===== config.mk =====
export PLATFORM = sky130hd
export DESIGN_NAME = dma_norm_chan
export DESIGN_NICKNAME = d
export VERILOG_FILES = /design/src/rtl/dmn_pkg.sv /design/src/rtl/dmn_req_sel.sv /design/src/rtl/dmn_addr_ctr.sv /design/src/rtl/dmn_byte_cnt.sv /design/src/rtl/dma_norm_chan.sv
export SDC_FILE = /design/constraint.sdc
export NUM_CORES = 1
export LEC_CHECK = 0
export BUFFER_PORTS_ARGS = -buffer_cell sky130_fd_sc_hd__buf_4
export CORE_MARGIN = 10
export CORE_UTILIZATION = 25
export CTS_BUF_LIST = sky130_fd_sc_hd__clkbuf_4
export DETAILED_ROUTE_END_ITERATION = 12
export SYNTH_ARGS = -nofsm -noshare
export SYNTH_HDL_FRONTEND = slang
export SYNTH_SLANG_ARGS = --single-unit

===== constraint.sdc =====
create_clock -name clk -period 3.25 [get_ports clk]
set_input_delay 0.4875 -clock clk [delete_from_list [all_inputs] [get_ports clk]]
set_output_delay 0.4875 -clock clk [all_outputs]
set_load 0.01 [all_outputs]

===== src/rtl/dmn_pkg.sv =====
package dmn_pkg;
  typedef enum logic [1:0] {
    ST_OFF  = 2'd0,
    ST_IDLE = 2'd1,
    ST_RD   = 2'd2,
    ST_WR   = 2'd3
  } dmn_state_e;

  localparam int unsigned STEP_W = 3;

  // Unit size in bytes for a size code; 0 marks an illegal code.
  function automatic logic [STEP_W-1:0] sz_bytes(input logic [1:0] code);
    case (code)
      2'd0:    sz_bytes = 3'd1;
      2'd1:    sz_bytes = 3'd2;
      2'd2:    sz_bytes = 3'd4;
      default: sz_bytes = 3'd0;
    endcase
  endfunction
endpackage


===== src/rtl/dmn_req_sel.sv =====
module dmn_req_sel (
  input  logic ext_req,
  input  logic single_mode,
  input  logic auto_mode,
  output logic req
);
  // Self-triggering is only offered in dual-address mode.
  assign req = (auto_mode && !single_mode) ? 1'b1 : ext_req;
endmodule


===== src/rtl/dmn_addr_ctr.sv =====
module dmn_addr_ctr
  import dmn_pkg::*;
#(
  parameter int unsigned AW = 32
) (
  input  logic              clk,
  input  logic              rst_n,
  input  logic              load,
  input  logic [AW-1:0]     load_val,
  input  logic              load_inc,
  input  logic              step_en,
  input  logic [STEP_W-1:0] step,
  output logic [AW-1:0]     addr
);
  logic inc_q;

  always_ff @(posedge clk or negedge rst_n) begin
    if (!rst_n) begin
      addr  <= '0;
      inc_q <= 1'b0;
    end else if (load) begin
      addr  <= load_val;
      inc_q <= load_inc;
    end else if (step_en && inc_q) begin
      addr  <= addr + AW'(step);
    end
  end
endmodule


===== src/rtl/dmn_byte_cnt.sv =====
module dmn_byte_cnt
  import dmn_pkg::*;
#(
  parameter int unsigned CW = 32
) (
  input  logic              clk,
  input  logic              rst_n,
  input  logic              load,
  input  logic [CW-1:0]     load_val,
  input  logic              dec_en,
  input  logic [STEP_W-1:0] step,
  output logic              last
);
  logic [CW-1:0] cnt_q;

  // The current transfer is the last when at most one unit remains.
  assign last = (cnt_q <= CW'(step));

  always_ff @(posedge clk or negedge rst_n) begin
    if (!rst_n)      cnt_q <= '0;
    else if (load)   cnt_q <= load_val;
    else if (dec_en) cnt_q <= last ? '0 : cnt_q - CW'(step);
  end
endmodule


===== src/rtl/dma_norm_chan.sv =====
module dma_norm_chan
  import dmn_pkg::*;
#(
  parameter int unsigned AW  = 32,
  parameter int unsigned DW  = 32,
  parameter int unsigned CW  = 32,
  parameter int unsigned BSW = 16
) (
  input  logic           clk,
  input  logic           rst_n,
  input  logic           start,
  input  logic [AW-1:0]  cfg_src_addr,
  input  logic [AW-1:0]  cfg_dst_addr,
  input  logic [CW-1:0]  cfg_count,
  input  logic [1:0]     cfg_size,
  input  logic           cfg_src_inc,
  input  logic           cfg_dst_inc,
  input  logic           cfg_single,
  input  logic           cfg_auto,
  input  logic [BSW-1:0] cfg_blk_size,
  input  logic           ext_req,
  output logic           bus_valid,
  output logic           bus_we,
  output logic [AW-1:0]  bus_addr,
  output logic [1:0]     bus_size,
  output logic [DW-1:0]  bus_wdata,
  input  logic           bus_ready,
  input  logic [DW-1:0]  bus_rdata,
  output logic           xfer_ack,
  output logic           xfer_end,
  output logic           chan_en,
  output logic           done,
  output logic           cfg_err
);
  localparam int unsigned NADDR = 2;   // index 0: source, 1: destination

  dmn_state_e        st_q;
  logic [1:0]        size_q;
  logic              single_q, auto_q;
  logic [DW-1:0]     buf_q;
  logic [STEP_W-1:0] step;
  logic              req, last, cfg_ok, load, xfer_fin;
  logic [AW-1:0]     addr     [NADDR];
  logic [AW-1:0]     addr_ini [NADDR];
  logic              inc_ini  [NADDR];

  // The block size only matters in modes this channel does not run.
  logic unused_blk;
  assign unused_blk = ^cfg_blk_size;

  assign step     = sz_bytes(size_q);
  assign cfg_ok   = (cfg_count != '0) && (sz_bytes(cfg_size) != '0);
  assign load     = (st_q == ST_OFF) && start && cfg_ok;
  assign xfer_fin = bus_ready &&
                    (((st_q == ST_RD) && single_q) || (st_q == ST_WR));

  assign addr_ini[0] = cfg_src_addr;
  assign addr_ini[1] = cfg_dst_addr;
  assign inc_ini[0]  = cfg_src_inc;
  assign inc_ini[1]  = cfg_dst_inc;

  for (genvar g = 0; g < NADDR; g++) begin : g_addr
    dmn_addr_ctr #(.AW(AW)) u_addr (
      .clk      (clk),
      .rst_n    (rst_n),
      .load     (load),
      .load_val (addr_ini[g]),
      .load_inc (inc_ini[g]),
      .step_en  (xfer_fin),
      .step     (step),
      .addr     (addr[g])
    );
  end

  dmn_byte_cnt #(.CW(CW)) u_cnt (
    .clk      (clk),
    .rst_n    (rst_n),
    .load     (load),
    .load_val (cfg_count),
    .dec_en   (xfer_fin),
    .step     (step),
    .last     (last)
  );

  dmn_req_sel u_req (
    .ext_req     (ext_req),
    .single_mode (single_q),
    .auto_mode   (auto_q),
    .req         (req)
  );

  always_ff @(posedge clk or negedge rst_n) begin
    if (!rst_n) begin
      st_q     <= ST_OFF;
      size_q   <= '0;
      single_q <= 1'b0;
      auto_q   <= 1'b0;
      buf_q    <= '0;
      done     <= 1'b0;
      cfg_err  <= 1'b0;
    end else begin
      case (st_q)
        ST_OFF: if (start) begin
          done    <= 1'b0;
          cfg_err <= !cfg_ok;
          if (cfg_ok) begin
            size_q   <= cfg_size;
            single_q <= cfg_single;
            auto_q   <= cfg_auto;
            st_q     <= ST_IDLE;
          end
        end
        ST_IDLE: if (req) st_q <= ST_RD;
        ST_RD: if (bus_ready) begin
          buf_q <= bus_rdata;
          if (!single_q) st_q <= ST_WR;
        end
        ST_WR: ;
        default: st_q <= ST_OFF;
      endcase
      if (xfer_fin) begin
        st_q <= last ? ST_OFF : ST_IDLE;
        if (last) done <= 1'b1;
      end
    end
  end

  assign chan_en   = (st_q != ST_OFF);
  assign xfer_ack  = (st_q == ST_RD) || (st_q == ST_WR);
  assign xfer_end  = xfer_ack && last;
  assign bus_valid = xfer_ack;
  assign bus_we    = (st_q == ST_WR);
  assign bus_addr  = bus_we ? addr[1] : addr[0];
  assign bus_size  = size_q;
  assign bus_wdata = buf_q;
endmodule


==> run summary, run 1 <==
The run finished with clean final reports. After clock tree synthesis, the clock-pin slew on the worst setup and hold paths is 0.15 ns. For the number of cells in the design after placement, the log shows 1458.

In this run the static leakage power is 4.37 nW. The clock network latency to the later pin of the worst-skew pair was 0.54 ns; the weighted congestion reported at the end of routability-driven placement was 0.868. The number of antenna violations at the first check in global routing is 1, and the synthesized-area fraction occupied by and/or/nand/nor cells is 21.5%. Of the post-synthesis cell area, the dominant cell type holds 43.3%.

The most instantiated flip-flop cell in the synthesis netlist is dfrtp_1. The run gives 20.5 mm as the detailed placement HPWL. The repair_antennas step left the layout with diodes totalling 0. The deepest level of the CTS H-tree was 4; the buffer and inverter count on the worst path was 1.

The dominant combinational cell family by area after synthesis was simple AND/OR/NAND/NOR gates. Synthesis handed over a netlist of 865 instances. The worst path needs 3.05 ns of the cycle, external delays included. The logs give 328 MHz for the achievable frequency and 17.5% for the met1 track demand over resource. The share of async-settable or async-resettable flops after synthesis is 100%, and the final count of negative-setup-slack endpoints is 0. CTS placed an instance of clkbuf_4 at the clock tree root.

After routing, the total negative slack on setup checks comes to 0 ns. The worst hold-check path type is in2reg. The run gives 383 as the DRC violation total after the first TritonRoute iteration.

Global routing used 13.3% of the available tracks across all layers. The layout has 3324 filler cells. In the final layout, the share of cells above drive strength 1 is 33.4%.

The largest incremental delay on the critical path is 0.46 ns. The fraction of the yosys area taken by sequential cells came out at 43.3%. The count of flip-flops with a built-in enable after synthesis came out at 0.

Walking the worst path, the cells encountered are nor2_4 -> ha_2 -> fa_2 -> and2b_1 -> o21ai_2 -> and3b_1 -> and3_4 -> and2_1 -> buf_4. For the worst setup path, the data required time is 2.76 ns. Reg-to-reg startpoint: bus_size[1]. The sum of routed wire length over all layers was 26.9 mm; the post-synthesis register bit count was 138.

Summed over all layers, the global routing overflow is 0. STA classifies the critical path startpoint as a flop. For the worst setup path, the data arrival time is 2.56 ns.

Summed over all instances, the cell type with the most area after synthesis is dfrtp_1. Of all nets on the critical path, the largest fanout is 5. After the last flow step, the layout net total stands at 1252.

The buffer levels on the longest clock path came out at 2. TritonCTS built the clock tree. The number of port buffers was 211; the number of remaining DRC errors was 0. In the layout the commonest cells are buf_4, dfrtp_1, nand2_1. The initial core utilization came out at 25.3%. IR analysis of the VDD net gives a maximum drop of 0.391 mV. The die is 199 microns wide.

The most critical setup path has its startpoint at bus_size[1]. The startpoint identified for the worst hold timing path is cfg_src_addr[17]. The count of endpoints failing hold in the final timing report came out at 0. Post-detailed-route via-to-cell ratio: 4.79.

The wire length per cell is 18.0 microns, and the post-route fraction of the period consumed by the critical path is 93.8%. The tools report the final antenna-violating net count as 0. The proportion of synthesized area in mux cells is 9.89%. Pin count of the biggest net entering global routing: 72. The relative max-transition margin is 33.0%.

The average cell area after synthesis is 9.23 sq um. Grouping stages by cell kind, the critical path spends the most delay in simple AND/OR/NAND/NOR gates. The adder-cell area share of the yosys netlist works out to 3.10%. The die is 199 microns tall. Between clock sinks in the finished design, the worst skew comes to 0.0350 ns.

The TritonCTS buffer count came out at 17. For the number of placement rows, the log shows 65. The total nets after synthesis is 1038, and the number of vias after detailed routing is 7153. The number of global-route vias before repair is 7312. Slowest cell on the critical path: dfrtp_2. The run gives 7980 sq um as the total standard cell area after synthesis.

The count of warnings emitted by yosys is 0, and the fraction of the mapped netlist area in compound gates is 12.6%. Ranked by total cell area, the synthesized netlist is headed by dfrtp_1, mux2_2, nand2_1. The floorplan step defined a die boundary enclosing 39500 sq um. After global routing, the most crowded layer is met2. The power per standard cell area is 816 nW/um^2. The first detailed-routing pass ran for 5 iterations.

The worst setup path is of the reg2out kind. The logs give 41.7 mm for the first-pass GRT wire length and 63 for the number of library cell types mapped by synthesis. The region available for standard cell placement spans 31600 sq um. The tree built by TritonCTS fans out to 138 sinks.

The logs give 20.9% for the met2 layer usage reported by global route and 1494 for the non-filler instance count after layout. The worst setup path is captured at an output pin. The final-report max-slew violation count came out at 0. For the pin with the worst max-slew slack, the measured transition is 0.997 ns. The area added between synthesis and finish came out at 31.0%.

Across the run, the number of max-cap violations was 0. The run gives 4.46% as the met3 track utilization from global routing. Setup repair after global routing left no endpoint under its margin.

The library cell used most frequently in the layout, excluding fill and tap cells, is buf_4. The synthesized netlist devotes 6.36% of its cell area to XOR and XNOR gates. The total I/O pin count is 228.
[per-stage QoR]
stage               util (%)  hold slack [ns]  total power, mW  worst slack (ns)  instance area, sq um
global placement        32.1            0.466             7.36             0.279                 10100
floorplan                  -            0.192             5.62             0.490                  7980
finish                  33.1            0.132             8.54             0.202                 10500
detailed placement      32.1            0.470             7.45             0.239                 10100
CTS                     33.1           0.0610             8.64            0.0285                 10400
global route            33.1           0.0609             9.27           0.00691                 10500
[worst register-to-register path, cell delays in order, from the launching register on]
cell and delay [ns]:
dfrtp_2 0.46, nor2_4 0.15, ha_2 0.21, fa_2 0.21, and2b_1 0.20, buf_4 0.13
or3_1 0.41, or4_1 0.57, o21ai_0 0.18, o311ai_0 0.14, o21a_1 0.14
[power breakdown]
part	leakage, nW	internal (mW)	total, mW	switching (mW)
combinational	2.56	2.10	4.12	2.03
sequential	1.67	2.52	3.31	0.784
clock	0.140	0.390	1.11	0.717
[state kept, by name, indices dropped and copies added (netlist names)]
signal               count
g_addr.u_addr.addr      64
bus_wdata               32
u_cnt.cnt_q             32
bus_size                 2
g_addr.u_addr.inc_q      2
st_q                     2
auto_q                   1
cfg_err                  1
done                     1
single_q                 1
[final timing paths]
check,cells past startpoint,end,slack [ns]
setup reg to reg,10,u_cnt.cnt_q[14],0.39
min in group asynchronous,2,g_addr[1].u_addr.addr[7],0.48
hold / removal,3,g_addr[0].u_addr.addr[17],0.13
hold reg to reg,2,done,0.49
max in group asynchronous,3,bus_wdata[20],1.92
setup / recovery,9,xfer_end,0.20
[layer usage]
| metal | part of all wire (%) | vias up |
|---|---|---|
| met5 | 0 | - |
| met3 | 8.1 | 18 |
| li1 | - | 3491 |
| met4 | 0.70 | 0 |
| met2 | 45 | 244 |
| met1 | 46 | 3400 |
[repair_timing]
item,4_1_cts,5_1_grt
endpoints found under the setup margin,1,1
endpoints found under the hold margin,67,0
hold buffers,1,0
gates resized for setup,8,4
buffers inserted,2,1
[layout make-up]
class                   instances  area (sq um)  area share, %
repair buffers                237          1840           17.5
flip-flops and latches        138          3460           33.0
multi-input cells             661          4320           41.3
clock buffers                  18           135           1.29
well taps                     402           503           4.81
clock inverters                14           121           1.16
inverters                      24          90.1          0.861
[Yosys cell counts (11+ instances only)]
cell      instances
inv_1            24
nor4_1           20
nand3_1          25
mux2_2           63
ha_1             15
nor3_1           27
nor2_1           62
nand2_1         126
nand4_1          13
a21oi_1          33
xor2_1           20
dfrtp_1         138
a31oi_1          12
xnor2_1          38
o21ai_0          87
clkbuf_1         26
and3_1           11
[logic make-up after synthesis]
group           count (synthesis)
fa+ha+maj                      18
simple gates                  340
flops                         138
compound gates                174
xor+xnor                       58
buf+inv                        66
mux                            71
No activity file was read; power rests on OpenSTA's default activity.
==> inputs of run 2 (changes only) <==
--- a/config.mk
+++ b/config.mk
@@ -6,6 +6,7 @@
 export NUM_CORES = 1
 export LEC_CHECK = 0
 export BUFFER_PORTS_ARGS = -buffer_cell sky130_fd_sc_hd__buf_4
+export CORE_ASPECT_RATIO = 1.75
 export CORE_MARGIN = 10
 export CORE_UTILIZATION = 25
 export CTS_BUF_LIST = sky130_fd_sc_hd__clkbuf_4
==> run summary, run 2 (same netlist as run 1, synthesis figures left out) <==
The flow ran to the end, and the final reports show no timing, DRC or antenna violations. The logs give 110 for the pin count of the biggest net entering global routing and 86 for the number of placement rows. The longest clock path from root to sink contains 2 buffers.

Number of global-route vias before repair: 7733. The final antenna-violating net count was 0. The final layout contains 1281 nets. The critical path data arrival time is 2.62 ns, and the area added between synthesis and finish is 34.0%. The type of destination of the critical path was an output pin. The sum of routed wire length over all layers came out at 27.5 mm.

The actual transition at the worst max-transition pin is 0.803 ns. The flip-flop count of the largest register after layout was 64. The register ranked first by flip-flop count was g_addr.u_addr.addr. After detailed routing, the number of remaining DRC violations is 0. Post-detailed-route via-to-cell ratio: 4.77. The largest incremental delay on the critical path was 0.46 ns.

The switching power share of the total was 41.4%. Element type at the critical path start: a flop. On the critical path, the stage with the largest delay is an instance of dfrtp_2.

Of the total power, the clock network draws 12.2%. The worst hold path belongs to the class in2reg. The remaining global-route overflow came out at 0. The tools report the count of endpoints failing hold in the final timing report as 0. The cell family contributing the most delay on the critical path is simple AND/OR/NAND/NOR gates. The standard cell core area was 31500 sq um. At the worst endpoint, the required time is 2.76 ns. The signal on the critical path passes through nor2_4 -> ha_4 -> fa_2 -> and2b_2 -> o21ai_2 -> and3b_1 -> and3_4 -> and2_1 -> buf_4. The tools report the relative max-transition margin as 46.5%.

The H-tree was split into 4 levels. Setup violations remaining at the end of the flow were counted as 0. The buffer and inverter count on the worst path was 1; the leakage power total was 4.45 nW. The number of clock sinks is 138, and the fraction of layout cells with a size suffix above 1 is 32.7%. The clock network latency to the later pin of the worst-skew pair came out at 0.60 ns. Number of vias after detailed routing: 7229. Cell internal power was estimated by the tool at 5.05 mW.

In this run the vertical extent of the chip is 256 microns. For this block, the initial DRC count from the detailed router was 290. IR analysis of the VDD net gives a maximum drop of 0.432 mV. The die is 155 microns wide. OpenSTA, run right after detailed placement, puts the worst setup slack at 0.261 ns.

The global routing usage summed across all routing layers was 13.7%. The detailed placement HPWL came out at 21.2 mm. The logs give 0.39 ns for the register-to-register setup slack and 0.140 ns for the least setup slack across all paths after layout. The run gives 4 as the number of optimization iterations in the first detailed-route pass. In this run the clock root is driven by a clkbuf_4. The tools report the total of fill cells in the finished design as 3281. In the layout the commonest cells are buf_4, dfrtp_1, nand2_1. The power per standard cell area came out at 806 nW/um^2.

The critical path class is reg2out. Clock tree synthesis inserted a total of 17 buffers. The part of the power in registers is 38.6%. TritonCTS built the clock tree.

The top fanout value on the critical path was 4; the number of antenna violations at the first check in global routing was 1. The tools report the final worst clock skew as 0.0201 ns. The run gives 0 as the final-report max-slew violation count. Pin placement for this block handled 228 I/O pins. The wire length per cell was 18.2 microns.

The die covers 39800 sq um. The post-layout minimum cycle time was 3.11 ns; the clock transition at the registers of the reported paths was 0.13 ns. Post-route fraction of the period consumed by the critical path: 95.7%. Part of the power in combinational logic: 49.3%. The worst hold slack after final layout is 0.0821 ns. For this design the total switching power over the nets is 3.56 mW. The achievable frequency was 322 MHz.

The library cell used most frequently in the layout, excluding fill and tap cells, is buf_4. The weighted congestion reported at the end of routability-driven placement is 0.849, and the initial core utilization is 25.3%. The number of port buffers was 211. The tool flagged a number of max-cap violations equal to 0.

The first global-routing pass estimated 42.9 mm of wire.
run 2: path summary, 6_finish.rpt:
kind                            cells after the start                   endpoint        startpoint
worst max-delay path                                9                   xfer_end       bus_size[1]
worst min-delay path                                3  g_addr[0].u_addr.addr[14]  cfg_src_addr[14]
worst max register to register                      7            u_cnt.cnt_q[31]           st_q[0]
worst min register to register                      2                     auto_q            auto_q
max in group asynchronous                           3              bus_wdata[22]             rst_n
min in group asynchronous                           2   g_addr[1].u_addr.addr[7]             rst_n
run 2: stage by stage:
stage / cell area [sq um] / total power [mW] / std cells / setup TNS [ns] / util [%]
finish: 10700 / 8.62 / 1516 / 0 / 33.9
global route: 10700 / 9.32 / 1516 / -0.00221 / 33.9
CTS: 10600 / 8.67 / 1510 / 0 / 33.8
detailed placement: 10100 / 7.47 / 1453 / 0 / 32.1
global placement: 10100 / 7.36 / 1453 / 0 / 32.1
floorplan: 7980 / 5.62 / 865 / 0 / -
run 2: timing repair:
action                                  4_1_cts  5_1_grt
hold endpoints to repair                    101        0
hold buffers                                 25        0
resized for setup                            11        2
pin swaps                                     1        3
setup buffers                                 2        5
endpoints found under the setup margin        1        1
run 2: power by group through the flow:
stage	Sequential [mW]	Combinational, mW	Clock [mW]
after floorplan	3.24	2.38	0
after global placement	3.31	4.05	0
after detailed placement	3.34	4.12	0
after CTS	3.32	4.23	1.12
after global routing	3.45	4.70	1.18
final	3.32	4.24	1.05
run 2: layer usage:
layer  vias up  part of all wire (%)  track usage (%)
met5         -                     0                0
met4         0                   2.2             5.34
met3        33                   4.8             3.34
met2       179                    56             25.8
met1      3480                    37             14.0
li1       3537                     -                -
run 2: final cells by class:
type                            count  area (sq um)  share of cell area, %
Multi-Input combinational cell    661          4330                   40.5
Sequential cell                   138          3460                   32.3
Timing Repair Buffer              266          2090                   19.5
Tap cell                          396           495                   4.63
Clock buffer                       17           128                   1.19
Clock inverter                     13           108                   1.01
Inverter                           24          90.1                  0.842
Antenna cell                        1          2.50                 0.0234
run 2: worst min-delay path, stage by stage:
cell and delay [ns]:
buf_4 0.08, nand2_1 0.03, o21ai_0 0.06
==> inputs of run 3 (changes only) <==
--- a/config.mk
+++ b/config.mk
@@ -7,7 +7,6 @@
 export LEC_CHECK = 0
 export BUFFER_PORTS_ARGS = -buffer_cell sky130_fd_sc_hd__buf_4
 export CORE_ASPECT_RATIO = 1.75
-export CORE_MARGIN = 10
 export CORE_UTILIZATION = 25
 export CTS_BUF_LIST = sky130_fd_sc_hd__clkbuf_4
 export DETAILED_ROUTE_END_ITERATION = 12
==> run summary, run 3 (same netlist as run 1, synthesis figures left out) <==
By startpoint and endpoint, the worst setup path is classified as reg2out. At the end of routability-driven placement, the weighted congestion stood at 0.876. Fraction of layout cells with a size suffix above 1: 32.8%.

In the final design database the tool counted 1290 nets. The worst setup path is captured at an output pin. Summing all flip-flop and latch instances after layout gives 3460 sq um.

The post-layout minimum cycle time is 3.11 ns. In the final routed layout, each cell accounts on average for 17.2 microns. The logs give 19.9 mm for the detailed placement HPWL and 41.3% for the relative max-transition margin. The area added between synthesis and finish was 36.5%.

Entering global routing, the biggest net connects 80 pins. The final count of negative-setup-slack endpoints was 0; the total of max-cap violations was 0. The total of fill cells in the finished design was 3261; the top fanout value on the critical path was 6.

In this run the static leakage power is 4.56 nW. The met3 track utilization from global routing is 2.78%, and the standard cell core area is 31400 sq um. Dividing the detail-routed via count by the number of cells gives 4.84.

Data arrives at the worst endpoint at 2.62 ns. For the achievable frequency, the log shows 322 MHz. After detailed placement, the total cell area comes to 10100 sq um. The die is 137 microns wide.

At the worst endpoint, the required time is 2.76 ns. Ranked by flip-flop count, first place goes to g_addr.u_addr.addr. In this run the deepest clock path goes through 2 buffers.

Global routing used 30.9% of the available met2 tracks. TritonCTS built the clock tree. The number of global-route vias before repair was 7588; the final-report max-slew violation count was 0.

For the number of antenna violations at the first check in global routing, the log shows 1. The die covers 32700 sq um. For the first-pass GRT wire length, the log shows 40.4 mm. The actual transition at the worst max-transition pin is 0.873 ns, and the DRC violation total after the first TritonRoute iteration is 338.

The flow ran to the end, and the final reports show no timing, DRC or antenna violations. After detailed routing, the total wire length is 26.3 mm. VDD sags by at most 0.472 mV. After detailed routing, the number of remaining DRC violations is 0. Setup slack on the critical path of the routed design comes to 0.141 ns. The clock transition at the registers of the reported paths is 0.14 ns. The top cell types in the final layout, fill and taps aside, are buf_4, dfrtp_1, nand2_1.

The tools report the worst setup timing slack at the placement stage as 0.300 ns. After global routing the overflow that remains totals 0. Met1 track demand over resource: 17.7%. The number of port buffers is 211. Summing all multi-input logic gate instances after layout gives 4320 sq um. The tools report the clock root buffer as clkbuf_4.

The min-delay analysis places its worst path in the category in2reg. The die is 238 microns tall. The floorplan has 86 rows.

The flip-flop count of the largest register after layout works out to 64. The first TritonRoute pass finished after 4 iterations. Across every metal layer, demand over resource in global routing totals 16.5%. The worst setup path is launched from a flop. The global routing stage identified its most utilized layer as met2. TritonCTS created 17 clock buffers.

Once the floorplan was initialized, standard cells occupied 25.4% of the core. The final antenna-violating net count is 0. Power comes to 8.98 mW. The clock net in this run drives a total of 138 sinks.

The post-route fraction of the period consumed by the critical path works out to 95.7%. The tools report the count of endpoints failing hold in the final timing report as 0. The H-tree generated during clock tree synthesis spans 4 levels. The worst hold slack after final layout came out at 0.0746 ns. The run gives 0.61 ns as the clock network latency to the later pin of the worst-skew pair.

For the final database, setup skew stands at 0.0201 ns. With fillers left out, the area of the finished cells amounts to 10900 sq um. 228 I/O pins were placed.

The power per standard cell area is 824 nW/um^2. The library cell used most frequently in the layout, excluding fill and tap cells, is buf_4. The number of vias after detailed routing was 7394.
-- run 3: changes by cell type in the layout (fill, tap and decap cells not counted), moves of 2 or more --
| cell | previous run | this run |
|---|---|---|
| bufinv_16 | 1 | 5 |
| clkinv_1 | 4 | 2 |
| clkinv_4 | 2 | 0 |
| clkinvlp_4 | 6 | 3 |
| dlygate4sd3_1 | 25 | 32 |
| inv_6 | 0 | 4 |
-- run 3: cell type report --
type / count / area share [%]
inverters: 24 / 0.827
well taps: 396 / 4.55
clock inverters: 15 / 2.02
flip-flops and latches: 138 / 31.7
clock buffers: 17 / 1.17
multi-input cells: 661 / 39.6
repair buffers: 275 / 20.1
diodes: 1 / 0.0230
-- run 3: power breakdown --
part           internal [mW]  switching (mW)
registers               2.52           0.815
logic                   2.18            2.06
clock network          0.689           0.721
total                   5.39            3.60
-- run 3: worst paths after layout --
| path | cells past startpoint | startpoint | slack (ns) | to |
|---|---|---|---|---|
| max | 8 | bus_size[0] | 0.14 | xfer_end |
| min | 3 | cfg_src_addr[15] | 0.07 | g_addr[0].u_addr.addr[15] |
| max reg2reg | 7 | st_q[0] | 0.39 | u_cnt.cnt_q[31] |
| min reg2reg | 2 | auto_q | 0.50 | auto_q |
| max in group asynchronous | 3 | rst_n | 2.00 | u_cnt.cnt_q[1] |
| min in group asynchronous | 2 | rst_n | 0.38 | g_addr[0].u_addr.addr[31] |
-- run 3: routing by layer --
metal	wire length (microns)	part of all wire [%]	vias to the layer above
li1	-	-	3568
met5	0	0	-
met4	695	2.6	0
met2	14600	56	192
met3	970	3.7	42
met1	10000	38	3592
-- run 3: through the flow --
stage                     std cells   TNS, ns  util, %
after global placement         1456         0     32.3
after CTS                      1522         0     34.5
after global routing           1527  -0.00729     34.7
after floorplan                 865         0        -
final                          1527         0     34.7
after detailed placement       1456         0     32.3
-- run 3: what timing repair did --
item	in CTS	in global routing
gates resized for setup	10	2
hold endpoints to repair	76	0
setup buffers	2	4
hold buffers	32	0
pin swaps	1	3
endpoints found under the setup margin	1	1
-- run 3: critical path: stages (launching register included) --
cell	delay, ns
dfrtp_2	0.46
nand2b_1	0.19
ha_2	0.32
and2b_1	0.20
o21ai_2	0.18
and3b_1	0.21
and3_4	0.23
and2_1	0.13
buf_4	0.11
